<file path="src/rtl/gfx_irq_pkg.sv">
package gfx_irq_pkg;

    localparam int NUM_SRC = 3;

    // Status bit positions, seen by software
    localparam int SRC_FLUSH = 0;
    localparam int SRC_FRAME = 1;
    localparam int SRC_OOM   = 2;

    // Register byte offsets
    localparam int OFF_STATUS = 'h0;
    localparam int OFF_EN_SET = 'h4;
    localparam int OFF_EN_CLR = 'h8;

    typedef enum logic {
        SRC_IDLE    = 1'b0,
        SRC_PENDING = 1'b1
    } src_state_e;

endpackage

</file>
<file path="src/rtl/irq_src_fsm.sv">
module irq_src_fsm (
    input  logic clk,
    input  logic rst_n,
    input  logic set_i,
    input  logic ack_i,
    output logic pend_o
);
    import gfx_irq_pkg::*;

    src_state_e state_q;
    src_state_e state_d;

    always_ff @(posedge clk or negedge rst_n) begin
        if (!rst_n) begin
            state_q <= SRC_IDLE;
        end else begin
            state_q <= state_d;
        end
    end

    // EV_SET: IDLE -> PENDING; EV_ACK: PENDING -> IDLE unless set in same cycle
    always_comb begin
        state_d = state_q;
        unique case (state_q)
            SRC_IDLE:    if (set_i)           state_d = SRC_PENDING;
            SRC_PENDING: if (ack_i && !set_i) state_d = SRC_IDLE;
        endcase
    end

    always_comb begin
        pend_o = (state_q == SRC_PENDING);
    end

endmodule

</file>
<file path="src/rtl/irq_enable_reg.sv">
module irq_enable_reg #(
    parameter int N = 3
) (
    input  logic         clk,
    input  logic         rst_n,
    input  logic         set_we_i,
    input  logic         clr_we_i,
    input  logic [N-1:0] mask_i,
    output logic [N-1:0] en_o
);
    logic [N-1:0] en_q;

    always_ff @(posedge clk or negedge rst_n) begin
        if (!rst_n) begin
            en_q <= '0;
        end else if (set_we_i) begin
            en_q <= en_q | mask_i;
        end else if (clr_we_i) begin
            en_q <= en_q & ~mask_i;
        end
    end

    assign en_o = en_q;

endmodule

</file>
<file path="src/rtl/irq_read_mux.sv">
module irq_read_mux #(
    parameter int N      = 3,
    parameter int ADDR_W = 4,
    parameter int DATA_W = 32
) (
    input  logic [ADDR_W-1:0] addr_i,
    input  logic [N-1:0]      status_i,
    input  logic [N-1:0]      en_i,
    output logic [DATA_W-1:0] value_o
);
    import gfx_irq_pkg::*;

    always_comb begin
        value_o = '0;
        if (addr_i == ADDR_W'(OFF_STATUS)) begin
            value_o[N-1:0] = status_i;
        end else if (addr_i == ADDR_W'(OFF_EN_SET) || addr_i == ADDR_W'(OFF_EN_CLR)) begin
            value_o[N-1:0] = en_i;
        end
    end

endmodule

</file>
<file path="src/rtl/gfx_irq_ctrl.sv">
module gfx_irq_ctrl #(
    parameter int ADDR_W = 4,
    parameter int DATA_W = 32
) (
    input  logic              clk,
    input  logic              rst_n,
    input  logic              wr_en_i,
    input  logic              rd_en_i,
    input  logic [ADDR_W-1:0] addr_i,
    input  logic [DATA_W-1:0] wr_data_i,
    output logic [DATA_W-1:0] rd_data_o,
    input  logic              flush_done_i,
    input  logic              frame_done_i,
    input  logic              oom_level_i,
    output logic              irq_o
);
    import gfx_irq_pkg::*;

    localparam int N = NUM_SRC;

    logic [N-1:0]      src_set;
    logic [N-1:0]      status_vec;
    logic [N-1:0]      enable_vec;
    logic [N-1:0]      wmask;
    logic              wr_status;
    logic              wr_en_set;
    logic              wr_en_clr;
    logic [DATA_W-1:0] rd_value;
    logic [DATA_W-1:0] rd_data_q;
    logic              irq_q;

    assign wmask     = wr_data_i[N-1:0];
    assign wr_status = wr_en_i && (addr_i == ADDR_W'(OFF_STATUS));
    assign wr_en_set = wr_en_i && (addr_i == ADDR_W'(OFF_EN_SET));
    assign wr_en_clr = wr_en_i && (addr_i == ADDR_W'(OFF_EN_CLR));

    always_comb begin
        src_set            = '0;
        src_set[SRC_FLUSH] = flush_done_i;
        src_set[SRC_FRAME] = frame_done_i;
        src_set[SRC_OOM]   = oom_level_i;
    end

    for (genvar g = 0; g < N; g++) begin : g_src
        irq_src_fsm u_src (
            .clk    (clk),
            .rst_n  (rst_n),
            .set_i  (src_set[g]),
            .ack_i  (wr_status && wmask[g]),
            .pend_o (status_vec[g])
        );
    end

    irq_enable_reg #(.N(N)) u_enable (
        .clk      (clk),
        .rst_n    (rst_n),
        .set_we_i (wr_en_set),
        .clr_we_i (wr_en_clr),
        .mask_i   (wmask),
        .en_o     (enable_vec)
    );

    irq_read_mux #(.N(N), .ADDR_W(ADDR_W), .DATA_W(DATA_W)) u_rdmux (
        .addr_i   (addr_i),
        .status_i (status_vec),
        .en_i     (enable_vec),
        .value_o  (rd_value)
    );

    always_ff @(posedge clk or negedge rst_n) begin
        if (!rst_n) begin
            rd_data_q <= '0;
            irq_q     <= 1'b0;
        end else begin
            rd_data_q <= rd_en_i ? rd_value : '0;
            irq_q     <= |(status_vec & enable_vec);
        end
    end

    assign rd_data_o = rd_data_q;
    assign irq_o     = irq_q;

endmodule

</file>
<file path="config.mk">
export PLATFORM = sky130hd
export DESIGN_NAME = gfx_irq_ctrl
export DESIGN_NICKNAME = d
export VERILOG_FILES = /design/src/rtl/gfx_irq_pkg.sv /design/src/rtl/irq_src_fsm.sv /design/src/rtl/irq_enable_reg.sv /design/src/rtl/irq_read_mux.sv /design/src/rtl/gfx_irq_ctrl.sv
export SDC_FILE = /design/constraint.sdc
export NUM_CORES = 1
export LEC_CHECK = 0
export ABC_AREA = 1
export BUFFER_PORTS_ARGS = -buffer_cell sky130_fd_sc_hd__buf_2
export CAP_MARGIN = 20
export CORE_MARGIN = 4
export CORE_UTILIZATION = 38
export CTS_BUF_LIST = sky130_fd_sc_hd__clkbuf_16
export DETAILED_ROUTE_END_ITERATION = 10
export GPL_ROUTABILITY_DRIVEN = 1
export PLACE_DENSITY = 0.78
export RECOVER_POWER = 100
export SYNTH_ARGS = -nofsm -noshare
export SYNTH_HDL_FRONTEND = slang
export SYNTH_HIERARCHICAL = 1
export SYNTH_SLANG_ARGS = --single-unit
</file>
<file path="constraint.sdc">
create_clock -name clk -period 1 [get_ports clk]
set_clock_uncertainty 0.1 [all_clocks]
set_input_delay 0.15 -clock clk [delete_from_list [all_inputs] [get_ports clk]]
set_output_delay 0.15 -clock clk [all_outputs]
set_load 0.01 [all_outputs]
</file>
==> impl_metrics.csv, run 1 <==
group,metric,value,unit
sta,rsz0062_at_grt,"true",
layout,drive_above_1_share,24.2,%
synthesis,syn_avg_cell_area,8.81,um^2
clocking,cts_tree,"done",
sta,fin_ws,-0.0206,ns
clocking,cts_made_buffers,5,
critical_path,critical_path_class,"flip-flop to primary output",
sta,finalMaxSlewViolations,0,
clocking,cts-root-buf,"clkbuf_16",
sta,fin_crit,1.02,ns
sta,fmax,980,MHz
global_route,antenna_found_initial,0,
clocking,cts.sinks,39,
pwr,peakVddDrop,0.819,mV
detailed_routing,via_count,1181,
critical_path,critPathLaunchType,"flip-flop",
sta,fin_crit_sh,102,%
place,place_inst,297,
critical_path,path_max_fanout,1,
die,start_util,39.4,%
detailed_routing,drtIter0Drc,40,
critical_path,worstPathArrival,0.77,ns
critical_path,cp_top_family,"flip-flops",
pwr,p_leak,1.48,nW
critical_path,crit_buf_inv,1,
pwr,pwr-share-seq,48.7,%
detailed_routing,vias_per_cell,3.83,
synthesis,synth_cells,196,
detailed_routing,detail_route.wl_per_cell,9.63,um
critical_path,slowest_stage,"dfrtp_1",
global_route,gr-total-overflow,0,
global_route,grt_pass1_wl,4980,um
sta,finalSetupViolCount,24,
place,gp_congestion,0.790,
synthesis,yosysUniqueCellTypes,14,
worst_hold_path,hold_start,"wr_data_i[1]",
status,status,"finished with violations",
detailed_routing,ant_nets,0,
critical_path,worstPathCellList,"buf_2",
flow_run,cap_violations,0,
pwr,fin_total_pwr,3.56,mW
status,failed_checks,"setup timing",
critical_path,slowest_delay,0.37,ns
synthesis,synth_top_area_cell,"dfrtp_1",
sta,whs,0.00713,ns
clocking,h-tree-depth,2,
die,rows,24,
layout,areaGrowthSynthToFinish,23.1,%
clocking,clkSlewWorstSetupHoldPaths,0.05,ns
pwr,sw_frac_of_total,23.1,%
pwr,power_density,1680,nW/um^2
synthesis,yosysWarnings,6,
layout,finalNonFillerCells,308,
die,chipHeight,75.4,um
die,core_region_area,4380,um^2
clocking,clkLatencyLatePin,0.27,ns
pwr,net-switching-power,0.824,mW
clocking,cts_setup_buffers,0,
detailed_routing,firstDrtPassIters,3,
global_route,gr-usage-all-layers,11.8,%
detailed_routing,drc,0,
synthesis,ys_seq_elements,39,
synthesis,synthTopCellsByArea,"dfrtp_1 (57%), nand2_1 (13%), buf_4 (13%), inv_1 (9.6%), buf_6 (2.0%)",
critical_path,r2r_setup_slack,0.09,ns
global_route,first_global_vias,1194,
die,die_area,5690,um^2
critical_path,cp-end-kind,"primary output",
pwr,p_comb_share,10.9,%
synthesis,yosysSeqAreaShare,56.5,%
die,die_w,75.4,um
global_route,grt_max_degree,40,
worst_hold_path,hold_class,"input pin to flip-flop",
place,port_buffers,46,
critical_path,crit_path_start,"rd_data_o[7]",
synthesis,synth.cell_area,1730,um^2
die,io_pins,76,
sta,final_hold_viol_count,0,
place,dp_hpwl,2210,um
layout,antenna_cells,0,
pwr,p_clk_share,40.4,%
clocking,cts_buffer_depth,2,
pwr,intPower,2.74,mW
layout,num-nets-final,299,
detailed_routing,routed_wl,2970,um
synthesis,synth.top_cell.area_share,56.5,%
critical_path,required,0.75,ns
[power groups by stage]
stage          Sequential, mW  Clock, mW  Combinational (mW)
6_report                 1.73       1.44               0.389
5_1_grt                  1.75       1.56               0.455
4_1_cts                  1.73       1.50               0.389
3_5_place_dp             1.76          0               0.376
3_3_place_gp             1.75          0               0.364
2_1_floorplan            1.79          0               0.236
[cell usage after synthesis, drive strengths merged]
master  instances
nor2            7
dfrtp          39
nand3           2
nor3            2
nand2          64
inv            46
buf            32
nand4           3
conb            1
[layout make-up]
| class | count | area [um^2] |
|---|---|---|
| fillers | 436 | 2260 |
| flip-flops and latches | 39 | 976 |
| multi-input cells | 107 | 432 |
| repair buffers | 57 | 347 |
| inverters | 46 | 173 |
| clock buffers | 5 | 125 |
| well taps | 52 | 65.1 |
| clock inverters | 2 | 8.76 |
[layer usage]
layer	GRT usage [%]	share of wire, %	wire length, um
met1	12.4	37	1090
met4	4.85	1.4	41
met2	21.4	56	1670
met3	4.09	5.6	167
met5	0	0	0
[repair_timing]
action / CTS / global route
gates resized for setup: 0 / 4
setup endpoints to repair: 33 / 33
hold buffers: 4 / 0
endpoints found under the hold margin: 42 / 0
[cells in the final DEF (no fill, tap or decap)]
cell           instances
buf_2                 41
buf_4                  5
buf_6                  5
clkbuf_1               2
clkbuf_16              5
clkinv_1               1
clkinv_2               1
conb_1                29
dfrtp_1               39
dlygate4sd3_1          4
inv_1                 44
inv_2                  2
nand2_1               62
nand2_2                1
nand2_4                1
nand3_1                2
nand4_1                3
nor2_1                 6
nor2_4                 1
nor3_1                 2
[per-stage QoR]
stage / setup WS [ns] / setup TNS, ns / area (um^2) / util (%)
floorplan: 0.0830 / 0 / 1830 / -
global placement: -0.104 / -0.322 / 1940 / 44.3
detailed placement: -0.123 / -0.575 / 1940 / 44.3
CTS: -0.0381 / -0.663 / 2110 / 48.2
global route: -0.0630 / -1.33 / 2130 / 48.5
finish: -0.0206 / -0.259 / 2130 / 48.5
[logic make-up (layout without fill, tap and decap cells)]
group / count (synthesis) / in the layout / share of synthesized area [%]
buffers and inverters: 78 / 110 / 24.6
DFF: 39 / 39 / 56.5
and+or+nand+nor: 78 / 78 / 18.7
other: 1 / 29 / 0.217
[sequential cells by signal (all words and copies together) (netlist names), named ones only]
signal and count:
rd_data_o 32, g_src.u_src/pend_o 3, irq_o 1
[final timing paths]
kind                                    endpoint  depth (start not counted)
max                                 rd_data_o[7]                          1
min reg2reg                g_src[1].u_src/pend_o                          2
max reg2reg                         rd_data_o[1]                          4
max in group asynchronous           rd_data_o[5]                          3
min                                    flip-flop                          3
min in group asynchronous              async pin                          3
Note: power is estimated with default switching activity, not from simulation.
==> run 2, diff against run 1 <==
--- a/config.mk
+++ b/config.mk
@@ -9,11 +9,11 @@
 export BUFFER_PORTS_ARGS = -buffer_cell sky130_fd_sc_hd__buf_2
 export CAP_MARGIN = 20
 export CORE_MARGIN = 4
-export CORE_UTILIZATION = 38
+export CORE_UTILIZATION = 48
 export CTS_BUF_LIST = sky130_fd_sc_hd__clkbuf_16
 export DETAILED_ROUTE_END_ITERATION = 10
 export GPL_ROUTABILITY_DRIVEN = 1
-export PLACE_DENSITY = 0.78
+export PLACE_DENSITY = 0.93
 export RECOVER_POWER = 100
 export SYNTH_ARGS = -nofsm -noshare
 export SYNTH_HDL_FRONTEND = slang
==> impl_metrics.csv, run 2 (synthesized netlist as in run 1, its figures left out) <==
group,metric,value,unit
layout,final_core_util,61.4,%
layout,antenna_cells,0,
place,dp_hpwl,2030,um
layout,drive_above_1_share,24.3,%
die,die_w,68.0,um
global_route,grt_pass1_wl,4350,um
place,gp_congestion,0.754,
global_route,antenna_found_initial,0,
critical_path,critical_path_class,"flip-flop to primary output",
critical_path,slowest_stage,"dfrtp_1",
critical_path,required,0.75,ns
layout,num-nets-final,297,
flow_run,cap_violations,0,
detailed_routing,via_count,1152,
die,io_pins,76,
pwr,peakVddDrop,0.984,mV
layout,layout_commonest_cell,"nand2_1",
layout,final_cell_mix,"nand2_1 (62), inv_1 (46), buf_2 (44)",
sta,fin_ws,-0.0216,ns
global_route,first_global_vias,1088,
clocking,h-tree-depth,2,
critical_path,worstPathArrival,0.77,ns
sta,fin_crit,1.02,ns
critical_path,cp_top_family,"flip-flops",
die,start_util,50.5,%
clocking,cts_made_buffers,5,
sta,fin_crit_sh,102,%
detailed_routing,routed_wl,2660,um
layout,largest_register_ffs,32,
critical_path,slowest_delay,0.37,ns
detailed_routing,drtIter0Drc,78,
critical_path,crit_buf_inv,1,
die,chipHeight,68.0,um
place,port_buffers,46,
worst_hold_path,hold_class,"input pin to flip-flop",
status,status,"finished with violations",
pwr,p_leak,1.48,nW
detailed_routing,ant_nets,0,
clocking,cts_tree,"done",
sta,finalSetupViolCount,19,
global_route,grt_max_degree,40,
layout,stdcell_area,2100,um^2
global_route,gr-total-overflow,0,
critical_path,worstPathCellList,"buf_2",
pwr,power_density,1680,nW/um^2
detailed_routing,vias_per_cell,3.83,
sta,finalMaxSlewViolations,0,
critical_path,path_max_fanout,1,
clocking,cts_buffer_depth,2,
place,pre_cts_slack,-0.231,ns
detailed_routing,detail_route.wl_per_cell,8.84,um
clocking,clkLatencyLatePin,0.27,ns
critical_path,cp-end-kind,"primary output",
clocking,cts.sinks,39,
die,die_area,4620,um^2
sta,final_hold_viol_count,0,
clocking,cts-root-buf,"clkbuf_16",
die,rows,21,
place,place_area,1920,um^2
clocking,clkSlewWorstSetupHoldPaths,0.05,ns
layout,nFillCells,306,
die,core_region_area,3420,um^2
detailed_routing,firstDrtPassIters,4,
critical_path,critPathLaunchType,"flip-flop",
detailed_routing,drc,0,
sta,rsz0062_at_grt,"true",
global_route,gr-usage-all-layers,12.8,%
sta,fmax,979,MHz
layout,areaGrowthSynthToFinish,21.4,%
status,failed_checks,"setup timing",
==> run 2: timing repair <==
item	4_1_cts	5_1_grt
endpoints found under the setup margin	33	36
hold buffers	4	0
resized for setup	0	2
endpoints found under the hold margin	42	0
buffers inserted	0	0
==> run 2: layer usage <==
layer	up-vias	share of wire, %	GRT usage (%)	wire length [um]
met5	-	0	0	0
met4	0	0.71	3.72	19
met3	2	5.8	4.60	155
met2	28	56	23.9	1500
met1	509	37	13.1	990
li1	613	-	-	-
==> run 2: final timing paths <==
kind / start / cells past startpoint / slack [ns] / to
max: rd_data_o[13] / 1 / -0.02 / rd_data_o[13]
min: wr_data_i[2] / 3 / 0.01 / flip-flop
max reg2reg: flip-flop / 4 / 0.12 / rd_data_o[1]
min reg2reg: g_src[1].u_src/pend_o / 2 / 0.40 / g_src[1].u_src/pend_o
max in group asynchronous: rst_n / 3 / 0.24 / rd_data_o[18]
min in group asynchronous: rst_n / 3 / 0.31 / rd_data_o[0]
==> run 2: power by group <==
part | total [mW] | switching, mW | internal (mW)
Sequential | 1.73 | 0.0443 | 1.68
Clock | 1.42 | 0.518 | 0.898
Combinational | 0.379 | 0.229 | 0.149
Total | 3.52 | 0.792 | 2.73
==> run 2: metrics by stage <==
stage | setup TNS, ns | hold slack (ns) | std cells | power (mW)
finish | -0.173 | 0.0138 | 301 | 3.52
global route | -1.09 | 0.0200 | 301 | 3.71
CTS | -0.510 | 0.00799 | 301 | 3.57
detailed placement | -0.916 | 0.0298 | 289 | 2.12
global placement | -0.474 | 0.0259 | 289 | 2.10
floorplan | 0 | -0.246 | 224 | 2.03
==> run 2: cell type report <==
cell class / instances / area (um^2) / area share [%]
Clock buffer: 5 / 125 / 5.97
Clock inverter: 3 / 12.5 / 0.597
Inverter: 46 / 173 / 8.23
Multi-Input combinational cell: 107 / 437 / 20.8
Sequential cell: 39 / 976 / 46.5
Tap cell: 46 / 57.6 / 2.74
Timing Repair Buffer: 55 / 317 / 15.1
==> run 3, diff against run 2 <==
--- a/config.mk
+++ b/config.mk
@@ -9,13 +9,12 @@
 export BUFFER_PORTS_ARGS = -buffer_cell sky130_fd_sc_hd__buf_2
 export CAP_MARGIN = 20
 export CORE_MARGIN = 4
-export CORE_UTILIZATION = 48
+export CORE_UTILIZATION = 34
 export CTS_BUF_LIST = sky130_fd_sc_hd__clkbuf_16
 export DETAILED_ROUTE_END_ITERATION = 10
 export GPL_ROUTABILITY_DRIVEN = 1
-export PLACE_DENSITY = 0.93
+export PLACE_DENSITY = 0.91
 export RECOVER_POWER = 100
 export SYNTH_ARGS = -nofsm -noshare
 export SYNTH_HDL_FRONTEND = slang
-export SYNTH_HIERARCHICAL = 1
 export SYNTH_SLANG_ARGS = --single-unit
==> impl_metrics.csv, run 3 <==
group,metric,value,unit
detailed_routing,drtIter0Drc,9,
sta,final_hold_viol_count,0,
place,pre_cts_slack,-0.0163,ns
synthesis,yosysSeqAreaShare,35.0,%
detailed_routing,firstDrtPassIters,4,
layout,antenna_cells,0,
synthesis,synth_top_family_by_area,"buffers and inverters",
sta,finalSetupViolCount,0,
critical_path,rr_endpoint,"rd_data_o[2]",
die,die_area,2900,um^2
die,rows,16,
detailed_routing,via_count,528,
global_route,grt_max_degree,11,
critical_path,critical_path_class,"flip-flop to primary output",
detailed_routing,vias_per_cell,3.80,
pwr,peakVddDrop,0.725,mV
sta,rsz0062_at_grt,"false",
synthesis,yosysUniqueCellTypes,13,
synthesis,synth_top_area_cell,"dfrtp_1",
critical_path,worstPathArrival,0.71,ns
global_route,first_global_vias,430,
synthesis,synth_edf_count,0,
worst_hold_path,hold_class,"input pin to flip-flop",
critical_path,worstPathCellList,"buf_2",
pwr,power_density,1680,nW/um^2
clocking,cts_tree,"done",
layout,layout_commonest_cell,"conb_1",
worst_hold_path,hold_path_end,"g_src[2].u_src.pend_o",
critical_path,r2r_setup_slack,0.14,ns
clocking,clkSlewWorstSetupHoldPaths,0.04,ns
global_route,gr-total-overflow,0,
worst_hold_path,hold_depth,3,
sta,whs,0.00101,ns
critical_path,cp_top_family,"flip-flops",
layout,final_cell_mix,"conb_1 (29), nand2_1 (25), buf_2 (13)",
layout,drive_above_1_share,22.3,%
critical_path,slowest_stage,"dfrtp_1",
sta,fin_crit,0.963,ns
critical_path,reg2reg_from,"g_src[2].u_src.pend_o",
layout,num-nets-final,157,
die,io_pins,76,
place,place_inst,135,
critical_path,required,0.75,ns
synthesis,synth_compound_area_share,2.10,%
synthesis,synthTopCellsByArea,"dfrtp_1 (35%), buf_4 (30%), nand2_1 (13%), nand3_1 (7.0%), nand3b_1 (3.2%)",
place,place_area,728,um^2
layout,areaGrowthSynthToFinish,13.3,%
global_route,gr-usage-all-layers,8.38,%
synthesis,syn_avg_cell_area,7.85,um^2
critical_path,r2r_cells,3,
clocking,cts-root-buf,"clkbuf_16",
layout,nFillCells,210,
sta,fmax,1040,MHz
clocking,cts_buffer_depth,2,
detailed_routing,routed_wl,1170,um
critical_path,crit_path_start,"rd_data_o[1]",
synthesis,ys_seq_elements,10,
synthesis,synthMuxAreaShare,0,%
die,core_region_area,1980,um^2
clocking,cts.sinks,10,
critical_path,slowest_delay,0.35,ns
place,gp_congestion,0.817,
place,port_buffers,17,
sta,finalMaxSlewViolations,0,
layout,finalNonFillerCells,139,
status,status,"finished, final reports clean",
critical_path,crit_buf_inv,1,
die,chipHeight,53.8,um
synthesis,synth.top_cell.area_share,35.0,%
synthesis,yosysWarnings,0,
synthesis,synth-simple-area-share,28.5,%
flow_run,cap_violations,0,
synthesis,synth_fa_ha_area_share,0,%
synthesis,synth_xor_area_share,0,%
global_route,grt_pass1_wl,1570,um
detailed_routing,detail_route.wl_per_cell,8.42,um
worst_hold_path,hold_start,"oom_level_i",
synthesis,synthFlopType,"dfrtp_1",
critical_path,critPathLaunchType,"flip-flop",
critical_path,cp-end-kind,"primary output",
critical_path,path_max_fanout,1,
clocking,clkLatencyLatePin,0.23,ns
synthesis,synth_async_sr_flop_share,100,%
synthesis,synth_common_cells,"buf_4 (29), nand2_1 (24), dfrtp_1 (10), nand3_1 (10), inv_1 (5)",
clocking,cts_made_buffers,3,
synthesis,synth.cell_area,714,um^2
die,start_util,36.0,%
clocking,h-tree-depth,1,
layout,final_core_util,40.8,%
die,die_w,53.8,um
clocking,cts_setup_buffers,0,
sta,fin_ws,0.0366,ns
synthesis,synth_cells,91,
detailed_routing,drc,0,
detailed_routing,ant_nets,0,
layout,stdcell_area,810,um^2
pwr,p_leak,0.463,nW
place,dp_hpwl,1010,um
synthesis,synth.most_common_cell,"buf_4",
sta,fin_crit_sh,96.3,%
global_route,antenna_found_initial,0,
run 3: cell types whose count changed in the layout (fill, tap and decap cells not counted), sizes merged:
cell / previous run / this run
nor2: 7 / 3
nand4: 3 / 0
dfrtp: 39 / 10
inv: 48 / 5
nand2: 64 / 26
nand3: 2 / 10
dlygate4sd3: 4 / 1
clkbuf: 6 / 7
buf: 50 / 14
nand3b: 0 / 3
nor3: 2 / 0
a21oi: 0 / 3
run 3: routing by layer:
layer | up-vias | track usage [%] | routed length (um)
met5 | - | 0 | 0
met2 | 25 | 14.3 | 601
li1 | 268 | - | -
met1 | 231 | 6.43 | 402
met4 | 0 | 8.94 | 38
met3 | 4 | 4.16 | 129
run 3: power by group:
part	switching, mW	leakage [nW]	total, mW	internal [mW]
clock	0.159	0.0370	0.675	0.516
combinational	0.139	0.309	0.206	0.0676
sequential	0.0245	0.117	0.476	0.451
run 3: metrics by stage:
| step | setup TNS [ns] | power (mW) |
|---|---|---|
| 6_report | 0 | 1.36 |
| 5_1_grt | 0 | 1.44 |
| 4_1_cts | 0 | 1.38 |
| 3_5_place_dp | -0.0371 | 0.686 |
| 3_3_place_gp | -0.000640 | 0.682 |
| 2_1_floorplan | 0 | 0.692 |
run 3: worst max-delay path by stage:
stage                                  endpoint  slack [ns]  cells past startpoint
final                              rd_data_o[1]        0.04                      1
after global routing               rd_data_o[1]       0.002                      1
after CTS                          rd_data_o[1]        0.02                      1
after detailed placement           rd_data_o[1]       -0.02                      4
after global placement             rd_data_o[2]     -0.0006                      4
after floorplan           g_src[0].u_src.pend_o        0.17                      6
run 3: repair_timing:
item	CTS	global route
gates resized for setup	0	0
hold buffers	1	0
endpoints found under the hold margin	10	0
run 3: cell type report:
cell class                      instances  area [um^2]  area share, %
Clock buffer                            3         75.1           9.27
Inverter                                6         23.8           2.94
Tap cell                               27         33.8           4.17
Sequential cell                        10          250           30.9
Multi-Input combinational cell         74          325           40.2
Timing Repair Buffer                   19          101           12.5
run 3: logic make-up (layout without fill, tap and decap cells):
family	after synthesis	count (layout)
flops	10	10
compound gates	3	3
other cells	1	29
simple gates	42	42
buf+inv	35	28
